--- config.mk ---
export PLATFORM = sky130hd
export DESIGN_NAME = flyby_dma_chan
export DESIGN_NICKNAME = d
export VERILOG_FILES = /design/src/rtl/flyby_dma_pkg.sv /design/src/rtl/flyby_dma_regs.sv /design/src/rtl/flyby_dma_seq.sv /design/src/rtl/flyby_dma_chan.sv
export SDC_FILE = /design/constraint.sdc
export NUM_CORES = 1
export LEC_CHECK = 0
export BUFFER_PORTS_ARGS = -buffer_cell sky130_fd_sc_hd__buf_2
export CAP_MARGIN = 20
export CORE_AREA = 2 2 101 103
export CTS_CLUSTER_SIZE = 10
export DETAILED_ROUTE_END_ITERATION = 10
export DIE_AREA = 0 0 103 105
export GPL_ROUTABILITY_DRIVEN = 0
export PLACE_DENSITY = 0.61
export SLEW_MARGIN = 20
export SYNTH_ARGS = -nofsm -noshare
export SYNTH_HDL_FRONTEND = slang
export SYNTH_SLANG_ARGS = --single-unit
--- constraint.sdc ---
create_clock -name clk_i -period 2.7 [get_ports clk_i]
set_clock_uncertainty 0.1 [all_clocks]
set_input_delay 0.27 -clock clk_i [delete_from_list [all_inputs] [get_ports clk_i]]
set_output_delay 0.27 -clock clk_i [all_outputs]
set_load 0.005 [all_outputs]
--- src/rtl/flyby_dma_pkg.sv ---
`timescale 1ns/1ps
package flyby_dma_pkg;

   typedef enum logic [1:0] {
      XM_SINGLE = 2'b00,
      XM_BLOCK  = 2'b01,
      XM_DEMAND = 2'b10,
      XM_RSVD   = 2'b11
   } xfer_mode_e;

   typedef enum logic [1:0] {
      ST_IDLE = 2'b00,
      ST_REQ  = 2'b01,
      ST_MOVE = 2'b10
   } chan_state_e;

   // [4] enable, [3] memory-to-device, [2] address decrements, [1:0] mode
   typedef struct packed {
      logic       enable;
      logic       mem_to_dev;
      logic       dec;
      xfer_mode_e mode;
   } mode_word_t;

   localparam int MODE_W = $bits(mode_word_t);

   localparam logic [1:0] RSEL_ADDR = 2'd0;
   localparam logic [1:0] RSEL_CNT  = 2'd1;
   localparam logic [1:0] RSEL_MODE = 2'd2;

endpackage

--- src/rtl/flyby_dma_regs.sv ---
`timescale 1ns/1ps
module flyby_dma_regs
   import flyby_dma_pkg::*;
#(
   parameter int ADDR_W = 16,
   parameter int CNT_W  = 16,
   parameter int DATA_W = 16
) (
   input  logic              clk_i,
   input  logic              rst_ni,
   input  logic              wr_en_i,
   input  logic [1:0]        rsel_i,
   input  logic [DATA_W-1:0] wdata_i,
   input  logic              step_i,
   input  logic              finish_i,
   output logic [ADDR_W-1:0] addr_o,
   output logic [CNT_W-1:0]  cnt_o,
   output mode_word_t        mode_o,
   output logic              done_o,
   output logic              cnt_zero_o,
   output logic [DATA_W-1:0] rdata_o
);

   localparam int STAT_W = MODE_W + 1;

   logic [ADDR_W-1:0] addr_q;
   logic [CNT_W-1:0]  cnt_q;
   mode_word_t        mode_q;
   logic              done_q;

   always_ff @(posedge clk_i or negedge rst_ni) begin
      if (!rst_ni) begin
         addr_q <= '0;
         cnt_q  <= '0;
         mode_q <= '0;
         done_q <= 1'b0;
      end else begin
         if (wr_en_i) begin
            unique case (rsel_i)
               RSEL_ADDR: addr_q <= wdata_i[ADDR_W-1:0];
               RSEL_CNT:  cnt_q  <= wdata_i[CNT_W-1:0];
               RSEL_MODE: begin
                  mode_q <= mode_word_t'(wdata_i[MODE_W-1:0]);
                  done_q <= 1'b0;
               end
               default: ;
            endcase
         end else if (step_i) begin
            cnt_q  <= cnt_q - {{(CNT_W-1){1'b0}}, 1'b1};
            addr_q <= mode_q.dec ? addr_q - {{(ADDR_W-1){1'b0}}, 1'b1}
                                 : addr_q + {{(ADDR_W-1){1'b0}}, 1'b1};
         end
         if (finish_i) done_q <= 1'b1;
      end
   end

   assign addr_o     = addr_q;
   assign cnt_o      = cnt_q;
   assign mode_o     = mode_q;
   assign done_o     = done_q;
   assign cnt_zero_o = (cnt_q == '0);

   logic [DATA_W-1:0] addr_ext, cnt_ext, stat_ext;

   generate
      if (DATA_W > ADDR_W) begin : g_addr_pad
         assign addr_ext = {{(DATA_W-ADDR_W){1'b0}}, addr_q};
      end else begin : g_addr_full
         assign addr_ext = addr_q;
      end
      if (DATA_W > CNT_W) begin : g_cnt_pad
         assign cnt_ext = {{(DATA_W-CNT_W){1'b0}}, cnt_q};
      end else begin : g_cnt_full
         assign cnt_ext = cnt_q;
      end
      if (DATA_W > STAT_W) begin : g_stat_pad
         assign stat_ext = {{(DATA_W-STAT_W){1'b0}}, done_q, mode_q};
      end else begin : g_stat_full
         assign stat_ext = {done_q, mode_q};
      end
   endgenerate

   always_comb begin
      unique case (rsel_i)
         RSEL_ADDR: rdata_o = addr_ext;
         RSEL_CNT:  rdata_o = cnt_ext;
         RSEL_MODE: rdata_o = stat_ext;
         default:   rdata_o = '0;
      endcase
   end

endmodule

--- src/rtl/flyby_dma_seq.sv ---
`timescale 1ns/1ps
module flyby_dma_seq
   import flyby_dma_pkg::*;
(
   input  logic       clk_i,
   input  logic       rst_ni,
   input  logic       dev_req_i,
   input  logic       bus_gnt_i,
   input  logic       end_in_i,
   input  mode_word_t mode_i,
   input  logic       done_i,
   input  logic       cnt_zero_i,
   output logic       moving_o,
   output logic       step_o,
   output logic       finish_o,
   output logic       bus_req_o
);

   chan_state_e state_q, state_d;
   logic        last_word;
   logic        armed;

   assign armed     = mode_i.enable && !done_i;
   assign moving_o  = (state_q == ST_MOVE);
   assign last_word = moving_o && (cnt_zero_i || end_in_i);

   always_comb begin
      state_d = state_q;
      unique case (state_q)
         ST_IDLE: if (armed && dev_req_i) state_d = ST_REQ;
         ST_REQ:  if (bus_gnt_i) state_d = ST_MOVE;
         ST_MOVE: begin
            if (last_word || !bus_gnt_i) begin
               state_d = ST_IDLE;
            end else begin
               unique case (mode_i.mode)
                  XM_BLOCK:  state_d = ST_MOVE;
                  XM_DEMAND: state_d = dev_req_i ? ST_MOVE : ST_IDLE;
                  default:   state_d = ST_IDLE;
               endcase
            end
         end
         default: state_d = ST_IDLE;
      endcase
   end

   always_ff @(posedge clk_i or negedge rst_ni) begin
      if (!rst_ni) state_q <= ST_IDLE;
      else         state_q <= state_d;
   end

   assign step_o    = moving_o;
   assign finish_o  = last_word;
   assign bus_req_o = (state_q != ST_IDLE);

endmodule

--- src/rtl/flyby_dma_chan.sv ---
`timescale 1ns/1ps
module flyby_dma_chan
   import flyby_dma_pkg::*;
#(
   parameter int ADDR_W = 16,
   parameter int CNT_W  = 16,
   parameter int DATA_W = 16
) (
   input  logic              clk_i,
   input  logic              rst_ni,
   input  logic              csel_i,
   input  logic [1:0]        rsel_i,
   input  logic              cpu_rd_i,
   input  logic              cpu_wr_i,
   input  logic [DATA_W-1:0] wdata_i,
   output logic [DATA_W-1:0] rdata_o,
   input  logic              dev_req_i,
   output logic              dev_ack_o,
   output logic              bus_req_o,
   input  logic              bus_gnt_i,
   output logic              bus_oe_o,
   output logic [ADDR_W-1:0] mem_addr_o,
   output logic              io_rd_o,
   output logic              io_wr_o,
   output logic              mem_rd_o,
   output logic              mem_wr_o,
   input  logic              end_in_i,
   output logic              end_out_o,
   output logic              irq_o
);

   generate
      if (DATA_W < ADDR_W || DATA_W < CNT_W || DATA_W < MODE_W + 1) begin : g_bad_width
         $error("flyby_dma_chan: DATA_W too narrow for register readback");
      end
      if (CNT_W < 1 || ADDR_W < 1) begin : g_bad_size
         $error("flyby_dma_chan: ADDR_W and CNT_W must be positive");
      end
   endgenerate

   logic [ADDR_W-1:0] addr_q;
   logic [CNT_W-1:0]  cnt_q;
   mode_word_t        mode_q;
   logic              done_q, cnt_zero, moving, step, finish;
   logic              reg_wr, reg_rd;
   logic [DATA_W-1:0] reg_rdata;
   logic              mode_single, addr_dec;

   assign reg_wr = csel_i && cpu_wr_i && !moving;
   assign reg_rd = csel_i && cpu_rd_i && !moving;

   flyby_dma_regs #(
      .ADDR_W (ADDR_W),
      .CNT_W  (CNT_W),
      .DATA_W (DATA_W)
   ) u_regs (
      .clk_i      (clk_i),
      .rst_ni     (rst_ni),
      .wr_en_i    (reg_wr),
      .rsel_i     (rsel_i),
      .wdata_i    (wdata_i),
      .step_i     (step),
      .finish_i   (finish),
      .addr_o     (addr_q),
      .cnt_o      (cnt_q),
      .mode_o     (mode_q),
      .done_o     (done_q),
      .cnt_zero_o (cnt_zero),
      .rdata_o    (reg_rdata)
   );

   flyby_dma_seq u_seq (
      .clk_i      (clk_i),
      .rst_ni     (rst_ni),
      .dev_req_i  (dev_req_i),
      .bus_gnt_i  (bus_gnt_i),
      .end_in_i   (end_in_i),
      .mode_i     (mode_q),
      .done_i     (done_q),
      .cnt_zero_i (cnt_zero),
      .moving_o   (moving),
      .step_o     (step),
      .finish_o   (finish),
      .bus_req_o  (bus_req_o)
   );

   assign rdata_o    = reg_rd ? reg_rdata : '0;
   assign bus_oe_o   = moving;
   assign dev_ack_o  = moving;
   assign mem_addr_o = moving ? addr_q : '0;
   assign io_rd_o    = moving && !mode_q.mem_to_dev;
   assign mem_wr_o   = moving && !mode_q.mem_to_dev;
   assign mem_rd_o   = moving &&  mode_q.mem_to_dev;
   assign io_wr_o    = moving &&  mode_q.mem_to_dev;
   assign end_out_o  = moving && cnt_zero;
   assign irq_o      = done_q;

   assign mode_single = (mode_q.mode == XM_SINGLE) || (mode_q.mode == XM_RSVD);
   assign addr_dec    = mode_q.dec;

endmodule


## After elaboration in Yosys (flattened, before gate mapping)

Cells that the tools add are included.

| storage, ports and cells | value |
|---|---|
| bits in registers | 40 |
| bits of input ports | 26 |
| output and inout bits | 41 |

| cells by class | value |
|---|---|
| $add $sub $neg | 3 |
| equal/unequal tests | 10 |
| muxes and demuxes | 19 |
| reductions and logical operators | 28 |

Operators by type and width:

| cell | number |
|---|---|
| two-way mux 16 bit | 9 |
| one-hot mux 16 bit (3 select lines) | 1 |
| subtractor 16 x 1 -> 16 bit, second input constant | 2 |
| adder 16 x 1 -> 16 bit, second input constant | 1 |
| logical NOT 16 bit | 1 |
| logical AND 1 bit | 10 |
| AND reduction 2 bit | 5 |
| two-way mux 2 bit | 4 |
| nonzero test 2 bit | 4 |
| == test 2 x 1 -> 1 bit, second input constant | 3 |
| == test 2 bit, second input constant | 3 |
| inequality test 2 x 1 -> 1 bit, second input constant | 3 |
| one-hot mux 2 bit (3 select lines) | 1 |
| logical NOT 1 bit | 4 |
| logical NOT 2 bit | 2 |
| one-hot mux 2 bit (2 select lines) | 1 |
| two-way mux 1 bit | 3 |
| logical OR 1 bit | 2 |
| inequality test 2 bit, second input constant | 1 |

## Depth between registers and ports, before layout

| depth | value |
|---|---|
| depth after elaboration | 6 |
| mapped depth | 8 |
| depth with buffers taken out | 7 |

## Hierarchy

Synthesis repeated with hierarchy kept, for this count alone.

| second synthesis, totals | value |
|---|---|
| cell total of the unflattened synthesis | 408 |
| area total of the unflattened synthesis | 3489.6 µm² |

By module, submodules not included:

| module | instances | cells an instance | area each (µm²) | seq. area each (µm²) |
|---|---|---|---|---|
| flyby_dma_regs | 1 | 346 | 2970.3 | 950.9 |
| flyby_dma_chan | 1 | 44 | 340.3 | 0.0 |
| flyby_dma_seq | 1 | 18 | 178.9 | 50.0 |

## Worst setup path after synthesis

Ideal clock, no wire load.

| path | value |
|---|---|
| path kind | flip-flop to flip-flop |
| start point | register, netlist name u_regs.mode_o[2] |
| end point | register u_regs.addr_q[15], in the netlist u_regs.addr_o[15] |
| setup time | 124 ps |
| arrival | 2191 ps |
| data required time | 2476 ps |
| slack | 284 ps |
| cell stages (with the launch flop) | 7 |
| clock period less this slack | 2416 ps |
| path through | dfrtp_1 -> ha_1 -> a21oi_1 -> o21ai_0 -> o31ai_1 -> mux2_2 -> or2_1 |

| on the way | value |
|---|---|
| longest elaborated chain between the ends | 3 |

Ends and longest elaborated chain:

| item | RTL line | source |
|---|---|---|
| two-way mux 16 bit | flyby_dma_regs.sv:50 | `addr_q <= mode_q.dec ? addr_q - {{(ADDR_W-1){1'b0}}, 1'b1}` |
| two-way mux 16 bit | flyby_dma_regs.sv:48 | `end else if (step_i) begin` |
| two-way mux 16 bit | flyby_dma_regs.sv:38 | `if (wr_en_i) begin` |
| end signal, assigned | flyby_dma_regs.sv:40 | `RSEL_ADDR: addr_q <= wdata_i[ADDR_W-1:0];` |
| end signal, assigned | flyby_dma_regs.sv:50 |  |
| end, declared | flyby_dma_regs.sv:26 | `logic [ADDR_W-1:0] addr_q;` |

Every way passes these cells. The select of a mux whose other input is x is not followed.
A chain may end at the register's enable or synchronous reset.

## Final worst setup path

| path | value |
|---|---|
| start point | register, netlist name u_regs.mode_o[2] |
| end point | register u_regs.addr_q[12], in the netlist u_regs.addr_o[12] |

| on the way | value |
|---|---|
| longest elaborated chain between the ends | 3 |

Ends and longest elaborated chain:

| item | RTL line |
|---|---|
| two-way mux 16 bit | flyby_dma_regs.sv:50 |
| two-way mux 16 bit | flyby_dma_regs.sv:48 |
| two-way mux 16 bit | flyby_dma_regs.sv:38 |

Every way passes these cells. The select of a mux whose other input is x is not followed.

==> metrics.csv <==
metric;value;unit
grt_pass1_wl;16900;um
crit_slowest_cell;dfrtp_2;
via_per_inst;5.59;
area.sequential;0.00100;mm^2
dr.first_iter.drc_count;197;
netlist_instances;411;
core_area;0.00964;mm^2
ys_seq_area_share;29.8;%
netlist_area;0.00336;mm^2
cts.sinks;40;
cts.reportedPaths.clkPinSlew;0.09;ns
htreeDepth;2;
core.rowCount;36;
status;completed;
crit_path_cell_trace;buf_4 > fa_1 > a21oi_1 > o221ai_1 > o211ai_1 > mux2i_1 > nand2_1;
synth_warnings;0;
grt_max_degree;41;
wl_per_cell;16.8;um
avgSynthCellArea;8.16;um^2
die_h;105;um
cp_data_required_time;2.79;ns
root_buffer;clkbuf_8;
p_total;4.14;mW
grt_overflow;0;
path_max_fanout;13;
drive_above_1_share;23.5;%
max_cap_viol_count;0;
setup_violations;0;
ys_top_cells_by_area;dfrtp_1 (30%), nor2_1 (6.4%), ha_1 (6.3%), a21oi_1 (6.0%), mux2i_1 (6.0%);
multiInputGateArea;0.00220;mm^2
path_delay_family;compound AO/OA/AOI/OAI gates;
hold_path.class;in2reg;
antenna_cells;0;
leakagePower;1.86;nW
cts_tree;done;
routed_wl;10300;um
cp_data_arrival_time;2.53;ns
synth_nets;455;
cp-end-kind;flop;
cts_buffer_depth;2;
port_buffers;66;
fillers;1022;
rsz0062_at_grt;false;
vias;3409;
post-route-min-period;2.44;ns
synth_ff_type;dfrtp_1;
p_per_area;1040;mW/mm^2
grt_usage;19.7;%
dieWidth;103;um
drt_first_pass_iters;5;
synth-seq-cells;40;
postCtsSetupRepairBufs;0;
clk_latency;0.30;ns
initial_core_util;34.8;%
synthArstFlopShare;100;%
antenna_found_initial;0;
cts_inserted_buffers;5;
syn_to_final_growth;18.2;%
synth_edf_count;0;
grt_pass1_vias;3263;
ir_worst_vdd;0.340;mV
r2r_slack;0.26;ns
io_pins;67;
ant_nets;0;
dieArea;0.0108;mm^2
finalMaxSlewViolations;0;
hold_viol;0;
fin_crit_sh;90.4;%
dpl.hpwl;7730;um
fin_setup_tns;0;ns
synth_cell_types;66;
fmax;410;MHz
path_class;reg2reg;
synth_top_area_share;29.8;%
yosysTopAreaCell;dfrtp_1;
max_slew_margin;40.8;%
cp-start-kind;flop;
nets;520;
worstMarginPinSlew;0.883;ns
crit_buf_inv;1;
slowest_delay;0.53;ns
remaining_drc_errors;0;
-- final cells by class --
class / instances / area share [%]
clock buffer: 5 / 1.73
clock inverter: 3 / 1.07
inverter: 10 / 0.946
multi-input combinational: 338 / 55.5
sequential: 40 / 25.3
tap: 133 / 4.19
timing repair buffer: 81 / 11.3
-- tightest hold or removal path, stage by stage --
cell	delay [ns]
buf_2	0.11
nand2_1	0.05
o22ai_1	0.06
-- power breakdown --
| part | switching, mW | internal, mW |
|---|---|---|
| Sequential | 0.438 | 0.869 |
| Combinational | 1.34 | 0.980 |
| Clock | 0.244 | 0.274 |
| Total | 2.02 | 2.12 |
-- repair_timing --
item                                   4_1_cts  5_1_grt
endpoints found under the hold margin        0       40
setup endpoints to repair                    0        1
hold buffers                                 0        1
resized for setup                            0        1
-- kinds of logic (layout without fill, tap and decap cells) --
group / Yosys count / in the layout / share of synthesized area (%)
xor+xnor: 9 / 9 / 2.35
mux: 26 / 26 / 7.98
simple gates: 169 / 169 / 25.3
fa+ha+maj: 18 / 18 / 6.94
buf+inv: 33 / 99 / 4.55
compound gates: 116 / 116 / 23.0
flops: 40 / 40 / 29.8
-- cell usage after synthesis, drive strengths merged (5+ instances only) --
| cell | count |
|---|---|
| and2 | 19 |
| buf | 15 |
| o31ai | 5 |
| dfrtp | 40 |
| clkbuf | 8 |
| nand2 | 35 |
| xor2 | 7 |
| a31oi | 7 |
| mux2i | 20 |
| inv | 10 |
| and3 | 7 |
| nand3 | 10 |
| o21ai | 18 |
| nand4 | 7 |
| nor3 | 15 |
| mux2 | 6 |
| o211ai | 6 |
| o22ai | 5 |
| nor2 | 58 |
| a21oi | 41 |
| ha | 17 |
-- placed cells by master (no fill, tap or decap), drive strengths merged, types with 2 or more instances in the layout --
cell	n
xor2	7
nand2	35
o221ai	2
and3	7
o2bb2ai	2
o21a	3
a21boi	2
inv	10
mux2i	20
and2	19
a21o	4
o211ai	6
nand3b	2
nor3b	2
ha	17
o31ai	5
xnor2	2
nor3	15
a31oi	7
nor2	58
nor2b	2
o21ai	18
dfrtp	40
a211oi	3
mux2	6
a22o	2
a2111oi	2
nand3	10
a221oi	3
buf	80
or2	3
o22a	4
nand2b	2
nor4	2
or3	4
nand4	7
a21oi	41
clkbuf	5
o22ai	5
-- metal layers --
| layer | track usage (%) | up-vias | wire length, um |
|---|---|---|---|
| met5 | 0 | - | 0 |
| met4 | 4.51 | 0 | 121 |
| met3 | 3.08 | 10 | 659 |
| met2 | 30.8 | 145 | 4740 |
| met1 | 28.4 | 1626 | 4750 |
| li1 | - | 1628 | - |
-- metrics by stage --
stage / area [um^2] / utilization (%) / worst slack, ns / cells / hold slack (ns)
after floorplan: 3360 / - / 0.284 / 411 / -0.126
after global placement: 3840 / 39.9 / 0.256 / 601 / 0.363
after detailed placement: 3840 / 39.9 / 0.195 / 601 / 0.376
after CTS: 3950 / 41.0 / 0.161 / 609 / 0.0574
after global routing: 3970 / 41.2 / 0.136 / 610 / 0.111
final: 3970 / 41.2 / 0.259 / 610 / 0.120
-- flip-flops by register name, summed over array words and instances, names as in the netlist --
register	count
u_regs.cnt_o	16
u_seq.state_q	2
u_regs.mode_o	5
u_regs.addr_o	16
u_regs.done_o	1
-- path summary, 6_finish.rpt --
check                           cells after the start                             to                         start
worst max-delay path                                7  u_regs.addr_o[12]$_DFFE_PN0P_  u_regs.mode_o[2]$_DFFE_PN0P_
worst min-delay path                                3   u_seq.state_q[1]$_DFFE_PN0P_                     bus_gnt_i
worst max register to register                      7  u_regs.addr_o[12]$_DFFE_PN0P_  u_regs.mode_o[2]$_DFFE_PN0P_
worst min register to register                      1   u_seq.state_q[0]$_DFFE_PN0P_  u_seq.state_q[1]$_DFFE_PN0P_
max in group asynchronous                           2   u_regs.mode_o[2]$_DFFE_PN0P_                        rst_ni
min in group asynchronous                           2  u_regs.addr_o[10]$_DFFE_PN0P_                        rst_ni
Power figures use the tool's default switching activity.
